`src/rtl/tsc_serial_slave.sv`:
```
module tsc_serial_slave #(
  parameter int RES_W      = 12,
  parameter int CTL_W      = 8,
  parameter int SHORT_W    = 8,
  parameter int MODE_BIT   = 3,
  parameter int HOLD_LONG  = 7,
  parameter int HOLD_SHORT = 3
) (
  input  logic             dclk,
  input  logic             cs_n,
  input  logic             din,
  input  logic [RES_W-1:0] sample,
  output logic             dout,
  output logic             dout_oe,
  output logic             busy,
  output logic             busy_oe
);
  localparam int CW = $clog2(CTL_W);
  localparam int HW = $clog2(HOLD_LONG + 1);
  localparam int LW = $clog2(RES_W + 1);
  localparam int MODE_IDX = CTL_W - 1 - MODE_BIT;

  typedef enum logic [1:0] {ARM, CAP, HOLD} phase_t;

  phase_t           phase;
  logic [CW-1:0]    bcnt;
  logic [HW-1:0]    hold;
  logic             mode_c;
  logic             busy_q;
  logic [RES_W-1:0] samp_q;
  logic [RES_W-1:0] sh;
  logic [LW-1:0]    left;
  logic             dout_q;
  logic             mode_now;

  assign mode_now = (32'(bcnt) == MODE_IDX) ? din : mode_c;

  always_ff @(posedge dclk or posedge cs_n) begin
    if (cs_n) begin
      phase  <= ARM;
      bcnt   <= '0;
      hold   <= '0;
      mode_c <= 1'b0;
      busy_q <= 1'b0;
      samp_q <= '0;
    end else begin
      busy_q <= 1'b0;
      case (phase)
        ARM: if (din) begin
          phase <= CAP;
          bcnt  <= CW'(1);
        end
        CAP: begin
          bcnt <= bcnt + 1'b1;
          if (32'(bcnt) == MODE_IDX) mode_c <= din;
          if (32'(bcnt) == CTL_W - 1) begin
            phase  <= HOLD;
            bcnt   <= '0;
            busy_q <= 1'b1;
            samp_q <= sample;
            hold   <= mode_now ? HW'(HOLD_SHORT) : HW'(HOLD_LONG);
          end
        end
        default: begin
          hold <= hold - 1'b1;
          if (hold == HW'(1)) phase <= ARM;
        end
      endcase
    end
  end

  always_ff @(negedge dclk or posedge cs_n) begin
    if (cs_n) begin
      sh     <= '0;
      left   <= '0;
      dout_q <= 1'b0;
    end else if (busy_q) begin
      sh     <= samp_q;
      left   <= mode_c ? LW'(SHORT_W) : LW'(RES_W);
      dout_q <= 1'b0;
    end else if (left != '0) begin
      dout_q <= sh[RES_W-1];
      sh     <= {sh[RES_W-2:0], 1'b0};
      left   <= left - 1'b1;
    end else begin
      dout_q <= 1'b0;
    end
  end

  assign dout    = dout_q;
  assign busy    = busy_q;
  assign dout_oe = !cs_n;
  assign busy_oe = !cs_n;


  idle_zero_chk: assert property (@(posedge dclk) disable iff (cs_n)
    (phase == ARM && !din) |=> phase == ARM);

  busy_single_chk: assert property (@(posedge dclk) disable iff (cs_n)
    busy_q |=> !busy_q);

  dout_quiet_chk: assert property (@(posedge dclk) disable iff (cs_n)
    (phase == CAP && left == '0 && $past(left) == '0) |-> !dout_q);

  holdoff_chk: assert property (@(posedge dclk) disable iff (cs_n)
    (phase == HOLD && hold != HW'(1)) |=> phase == HOLD);

  overlap_clear_chk: assert property (@(posedge dclk) disable iff (cs_n)
    (phase == CAP && 32'(bcnt) == CTL_W - 1) |-> left == '0);
endmodule

```
`config.mk`:
```
export PLATFORM = sky130hd
export DESIGN_NAME = tsc_serial_slave
export DESIGN_NICKNAME = d
export VERILOG_FILES = /design/src/rtl/tsc_serial_slave.sv
export SDC_FILE = /design/constraint.sdc
export NUM_CORES = 1
export LEC_CHECK = 0
export BUFFER_PORTS_ARGS = -buffer_cell sky130_fd_sc_hd__buf_2
export CAP_MARGIN = 20
export CELL_PAD_IN_SITES_DETAIL_PLACEMENT = 1
export CELL_PAD_IN_SITES_GLOBAL_PLACEMENT = 1
export CORE_UTILIZATION = 45
export DETAILED_ROUTE_END_ITERATION = 8
export GPL_TIMING_DRIVEN = 0
export PLACE_DENSITY_LB_ADDON = 0.1
export SKIP_CTS_REPAIR_TIMING = 1
export SLEW_MARGIN = 20
export SYNTH_ARGS = -nofsm -noshare
export SYNTH_HDL_FRONTEND = slang
export SYNTH_SLANG_ARGS = --single-unit
```
`constraint.sdc`:
```
create_clock -name dclk -period 3.7 [get_ports dclk]
set_input_delay 0.74 -clock dclk [delete_from_list [all_inputs] [get_ports dclk]]
set_output_delay 0.74 -clock dclk [all_outputs]
set_load 0.05 [all_outputs]
```
==> results of run 1 <==
[registers in the layout, indices dropped and copies added (netlist names), 2 cells and up]
name and count:
bcnt 3, sh 12, phase 2, hold 3
samp_q 12, left 4
[report_power, final]
group	internal [mW]	switching, mW
Sequential	0.611	0.112
Clock	0.215	0.157
Combinational	0.272	0.275
[routing by layer]
layer  wire, µm  vias up  GRT usage
met5          0        -          0
met1       1751      593     0.2692
li1           -      598          -
met3        112        4    0.06250
met2       1747       17     0.3273
met4         31        0    0.07337
[stage by stage]
| step | utilization | hold WS [ns] | total power [mW] |
|---|---|---|---|
| after floorplan | - | 0.4589 | 1.137 |
| after global placement | 0.5222 | 0.4753 | 1.225 |
| after detailed placement | 0.5222 | 0.4823 | 1.281 |
| after CTS | 0.5557 | 0.5040 | 1.662 |
| after global routing | 0.5557 | 0.5193 | 1.766 |
| final | 0.5557 | 0.4991 | 1.640 |
[placed cells by master, fill, tap and decap left out, drive strengths merged, types with 3 or more instances in the layout]
cell    count
a211oi      3
a21oi      27
buf        24
clkbuf     10
dfrtn      17
dfrtp      22
ha          6
inv         8
mux2       14
mux2i       3
nand2      17
nor2b      13
[worst max path at each step]
stage	cells after the start	to	from	slack (ns)
after detailed placement	2	sh[9]$_DFFE_NP0P_	cs_n	0.47
after global routing	1	dout	dout$_DFF_NP0_	0.14
after global placement	2	sh[5]$_DFFE_NP0P_	cs_n	0.49
final	1	dout	dout$_DFF_NP0_	0.18
after CTS	1	dout	dout$_DFF_NP0_	0.16
after floorplan	0	dout	dout$_DFF_NP0_	0.46
[kinds of logic (layout without fill, tap and decap cells)]
logic type	Yosys count	after routing	share of synthesized area
AO/OA/AOI/OAI	39	39	0.1261
XOR/XNOR	1	1	0.004825
adder cells (fa/ha/maj)	6	6	0.04135
buffers and inverters	18	44	0.04893
flip-flops	39	39	0.5376
multiplexers	17	17	0.1199
AND/OR/NAND/NOR	40	40	0.1213
[cell type report]
cell class              instances  area [µm²]  share of cell area
flip-flops and latches         39       975.9              0.4657
multi-input cells             103       750.7              0.3582
clock buffers                   7       118.9             0.05672
repair buffers                 18       90.09             0.04299
well taps                      48       60.06             0.02866
plain buffers                   9       55.05             0.02627
inverters                       9       37.54             0.01791
clock inverters                 1       7.507            0.003582
==> flow_summary_export.csv, run 1 <==
group,metric,value,unit
outcome,outcome,"completed",
global_routing,grt_pass1_wl,6451,µm
yosys,syn_nets,181,
setup_path,worst_setup_path_start_kind,"flip-flop",
clock_tree,clkLatencyLatePin,0.30,ns
yosys,synth_ff_type,"dfrtp_1",
setup_path,cp_slowest_cell,"dfrtn_1",
pwr,powerDensity,782.7,nW/µm²
setup_path,cp.arrival,2.78,ns
layout,fillCellCount,408,
detailed_routing,vias,1212,
yosys,syn_area,1815,µm²
setup_path,cpPeakStageDelay,0.39,ns
setup_path,cp_max_fo,1,
yosys,synthCells,160,
floorplan,ios,19,
clock_tree,cts.clk_slew.worst_paths,0.08,ns
detailed_routing,drtIter0Drc,68,
hold_path,min_from,"samp_q[8]$_DFFE_PP0P_",
hold_path,hold_end,"samp_q[8]$_DFFE_PP0P_",
global_routing,grt-ovfl-total,0,
yosys,synth_edf_count,0,
detailed_routing,viasPerCell,5.179,
setup_path,cp.buffers_inverters,1,
yosys,syn_area_per_cell,11.35,µm²
yosys,yosysSeqAreaShare,0.5376,
yosys,ys_ff_latch,39,
setup_path,reg2regPathDepth,3,
yosys,synthTopCellsByArea,"dfrtp_1 (30%), dfrtn_1 (23%), a21oi_1 (7.4%)",
detailed_routing,wl_per_cell,15.56,µm
sta,hold_viol,0,
hold_path,hp-class,"flip-flop to flip-flop",
sta,finalSetupViolations,0,
setup_path,cp.required,2.96,ns
pwr,irDropWorstVdd,441.8,µV
global_routing,grt_pass1_vias,1343,
setup_path,crit_chain,"buf_2",
hold_path,hold_depth,1,
floorplan,placementRows,22,
layout,design_area,2096,µm²
sta,slew_violations,0,
yosys,synth_top_area_share,0.3032,
yosys,yosysMostFrequentCell,"a21oi_1",
detailed_routing,dr.pass1.iters,3,
setup_path,worstSetupPathType,"flip-flop to output pin",
yosys,yosysTopAreaCell,"dfrtp_1",
clock_tree,cts-root-buf,"clkbuf_8",
setup_path,critPathTopFamily,"flip-flops",
placed_design,postPlaceCellArea,1969,µm²
clock_tree,cts_tree,"yes",
layout,antenna_cells,0,
detailed_routing,drt-total-wl,3642,µm
floorplan,dieWidth,65.52,µm
floorplan,design.core.area,3771,µm²
setup_path,end_kind,"output pin",
yosys,ys_warn_count,0,
setup_path,r2r_end,"left[3]$_DFFE_NP0P_",
layout,num-nets-final,206,
sta,worst_slew_pin_slew,0.8569,ns
job,cap_viol_max_count,0,
placed_design,dp_hpwl,2523,µm
sta,max-slew-margin-rel,0.4275,
sta,fin_skew,0.006811,ns
yosys,async_flop_share,1.000,
yosys,synth_common_cells,"a21oi_1 (27), dfrtp_1 (22), dfrtn_1 (17), nand2_1 (16), nor2b_1 (13)",
global_routing,grt_max_degree,42,
setup_path,ff2ff_setup_slack,0.61,ns
clock_tree,cts_buffers,5,
clock_tree,htreeDepth,2,
layout,area_growth,15.44,%
placed_design,placed_cells,226,
detailed_routing,drc_errors,0,
setup_path,timing.rr.start,"busy$_DFF_PP0_",
placed_design,place_congestion,0.6996,
yosys,ys_types,35,
floorplan,fp.dieH,65.52,µm
sta,grt_setup_unrepaired,"false",
clock_tree,clock-sinks,39,
layout,drive_gt1_frac,0.2473,
global_routing,grt.total_usage,0.2074,
placed_design,io_buffers,18,
floorplan,start_util,0.4814,
sta,fin_ws,0.1751,ns
sta,setup_tns,0,ns
layout,fin_cells,234,
pwr,leakagePower,1.011,nW
detailed_routing,route.antenna.remaining_nets,0,
global_routing,antenna_found_initial,0,
placed_design,dp_slack,0.4721,ns
clock_tree,clock_path_buffers,2,
floorplan,die-area,4292,µm²
(Power assumes the default switching activity.)
==> inputs of run 2 (changes only) <==
- CTS_BUF_LIST: default -> sky130_fd_sc_hd__clkbuf_8
==> run 2 against run 1 <==
  * Design area up 0.48%
  * Global-route usage down 0.12 points
  * First-iteration DRC count down 19%
  * Combinational power down 1%
  * Via count down 1.1%
  * Worst hold slack worse by 0.00072 ns
  * Count of clock-buffer cells in the layout down 2
  * Sequential cell count unchanged
  * Critical path depth unchanged
  * Sequential power about the same
  * Non-clock buffer count unchanged
  * Sequential share of layout area down 0.22 points
  * Highest routed layer unchanged
==> flow_summary_export.csv, run 2 (synthesis gave the netlist of run 1 again) <==
group,metric,value,unit
outcome,outcome,"completed",
clock_tree,cts_buffers,5,
detailed_routing,dr.pass1.iters,3,
global_routing,antenna_found_initial,0,
floorplan,dieWidth,65.52,µm
detailed_routing,viasPerCell,5.124,
setup_path,crit_start,"dout$_DFF_NP0_",
floorplan,placementRows,22,
placed_design,place_congestion,0.6996,
setup_path,cp.arrival,2.78,ns
setup_path,cp.required,2.96,ns
setup_path,worst_setup_path_start_kind,"flip-flop",
job,cap_viol_max_count,0,
setup_path,critPathTopFamily,"flip-flops",
layout,area_growth,15.99,%
setup_path,crit_chain,"buf_2",
sta,fin_skew,0.009608,ns
clock_tree,clkLatencyLatePin,0.29,ns
detailed_routing,drc_errors,0,
layout,fin_cells,234,
layout,layout_common_cells,"a21oi_1 (27), dfrtp_1 (22), buf_2 (20)",
floorplan,design.core.area,3771,µm²
setup_path,cp.buffers_inverters,1,
detailed_routing,wl_per_cell,15.24,µm
clock_tree,cts-root-buf,"clkbuf_8",
layout,num-nets-final,206,
floorplan,ios,19,
layout,drive_gt1_frac,0.2473,
placed_design,placed_cells,226,
sta,grt_setup_unrepaired,"false",
setup_path,cp_max_fo,1,
sta,worst_slew_pin_slew,0.8554,ns
global_routing,grt_max_degree,42,
setup_path,timing.rr.start,"busy$_DFF_PP0_",
setup_path,cp_slowest_cell,"dfrtn_1",
hold_path,hp-class,"flip-flop to flip-flop",
detailed_routing,route.antenna.remaining_nets,0,
floorplan,die-area,4292,µm²
detailed_routing,drtIter0Drc,55,
clock_tree,clock_path_buffers,2,
layout,fillCellCount,408,
global_routing,grt.total_usage,0.2062,
pwr,leakagePower,1.015,nW
hold_path,min_from,"samp_q[7]$_DFFE_PP0P_",
global_routing,grt_pass1_vias,1340,
clock_tree,clock-sinks,39,
floorplan,fp.dieH,65.52,µm
global_routing,grt-ovfl-total,0,
sta,max-slew-margin-rel,0.4285,
sta,finalSetupViolations,0,
detailed_routing,drt-total-wl,3567,µm
detailed_routing,vias,1199,
floorplan,start_util,0.4814,
setup_path,cpPeakStageDelay,0.39,ns
pwr,powerDensity,799.9,nW/µm²
pwr,finalPower,1.684,mW
layout,antenna_cells,0,
global_routing,grt_pass1_wl,6458,µm
layout,top_regs,"samp_q x12, sh x12, left x4",
sta,setup_tns,0,ns
placed_design,io_buffers,18,
layout,fin_util,0.5584,
pwr,irDropWorstVdd,453.6,µV
placed_design,dp_hpwl,2523,µm
sta,hold_viol,0,
layout,final_common_cell,"a21oi_1",
clock_tree,cts.clk_slew.worst_paths,0.07,ns
clock_tree,htreeDepth,2,
clock_tree,cts_tree,"yes",
setup_path,end_kind,"output pin",
setup_path,worstSetupPathType,"flip-flop to output pin",
sta,slew_violations,0,
==> run 2: cell types whose count changed in the layout (fill, tap and decap cells not counted) <==
cell       change
bufinv_16      +2
clkbuf_16      -2
==> run 2: layer usage <==
layer | GRT usage | wire (µm)
met1 | 0.2723 | 1691
met4 | 0.06522 | 46
met5 | 0 | 0
met2 | 0.3235 | 1719
met3 | 0.06250 | 110
==> run 2: layout make-up <==
cell class              count  area (µm²)  area share
clock buffers               5       68.82     0.03268
multi-input cells         103       750.7      0.3565
repair buffers             18       90.09     0.04278
flip-flops and latches     39       975.9      0.4635
inverters                   9       37.54     0.01783
well taps                  48       60.06     0.02852
plain buffers               9       55.05     0.02614
clock inverters             3       67.56     0.03209
==> run 2: worst paths after layout <==
kind | endpoint | slack (ns) | cells past startpoint
max in group asynchronous | sh[6]$_DFFE_NP0P_ | 0.86 | 2
max reg2reg | left[3]$_DFFE_NP0P_ | 0.61 | 3
max | dout | 0.18 | 1
min reg2reg | samp_q[7]$_DFFE_PP0P_ | 0.50 | 1
min in group asynchronous | hold[1]$_DFFE_PP0P_ | 0.61 | 2
min | samp_q[7]$_DFFE_PP0P_ | 0.50 | 1
==> run 2: through the flow <==
step / hold WS (ns) / area (µm²) / setup slack [ns]
after floorplan: 0.4589 / 1819 / 0.4588
after CTS: 0.4991 / 2106 / 0.1662
after global routing: 0.5193 / 2106 / 0.1456
final: 0.4983 / 2106 / 0.1770
after global placement: 0.4753 / 1969 / 0.4899
after detailed placement: 0.4823 / 1969 / 0.4721
==> run 2: power by group <==
part / internal, mW / switching (mW)
logic: 0.271 / 0.270
clock network: 0.269 / 0.153
registers: 0.611 / 0.111
total: 1.15 / 0.534
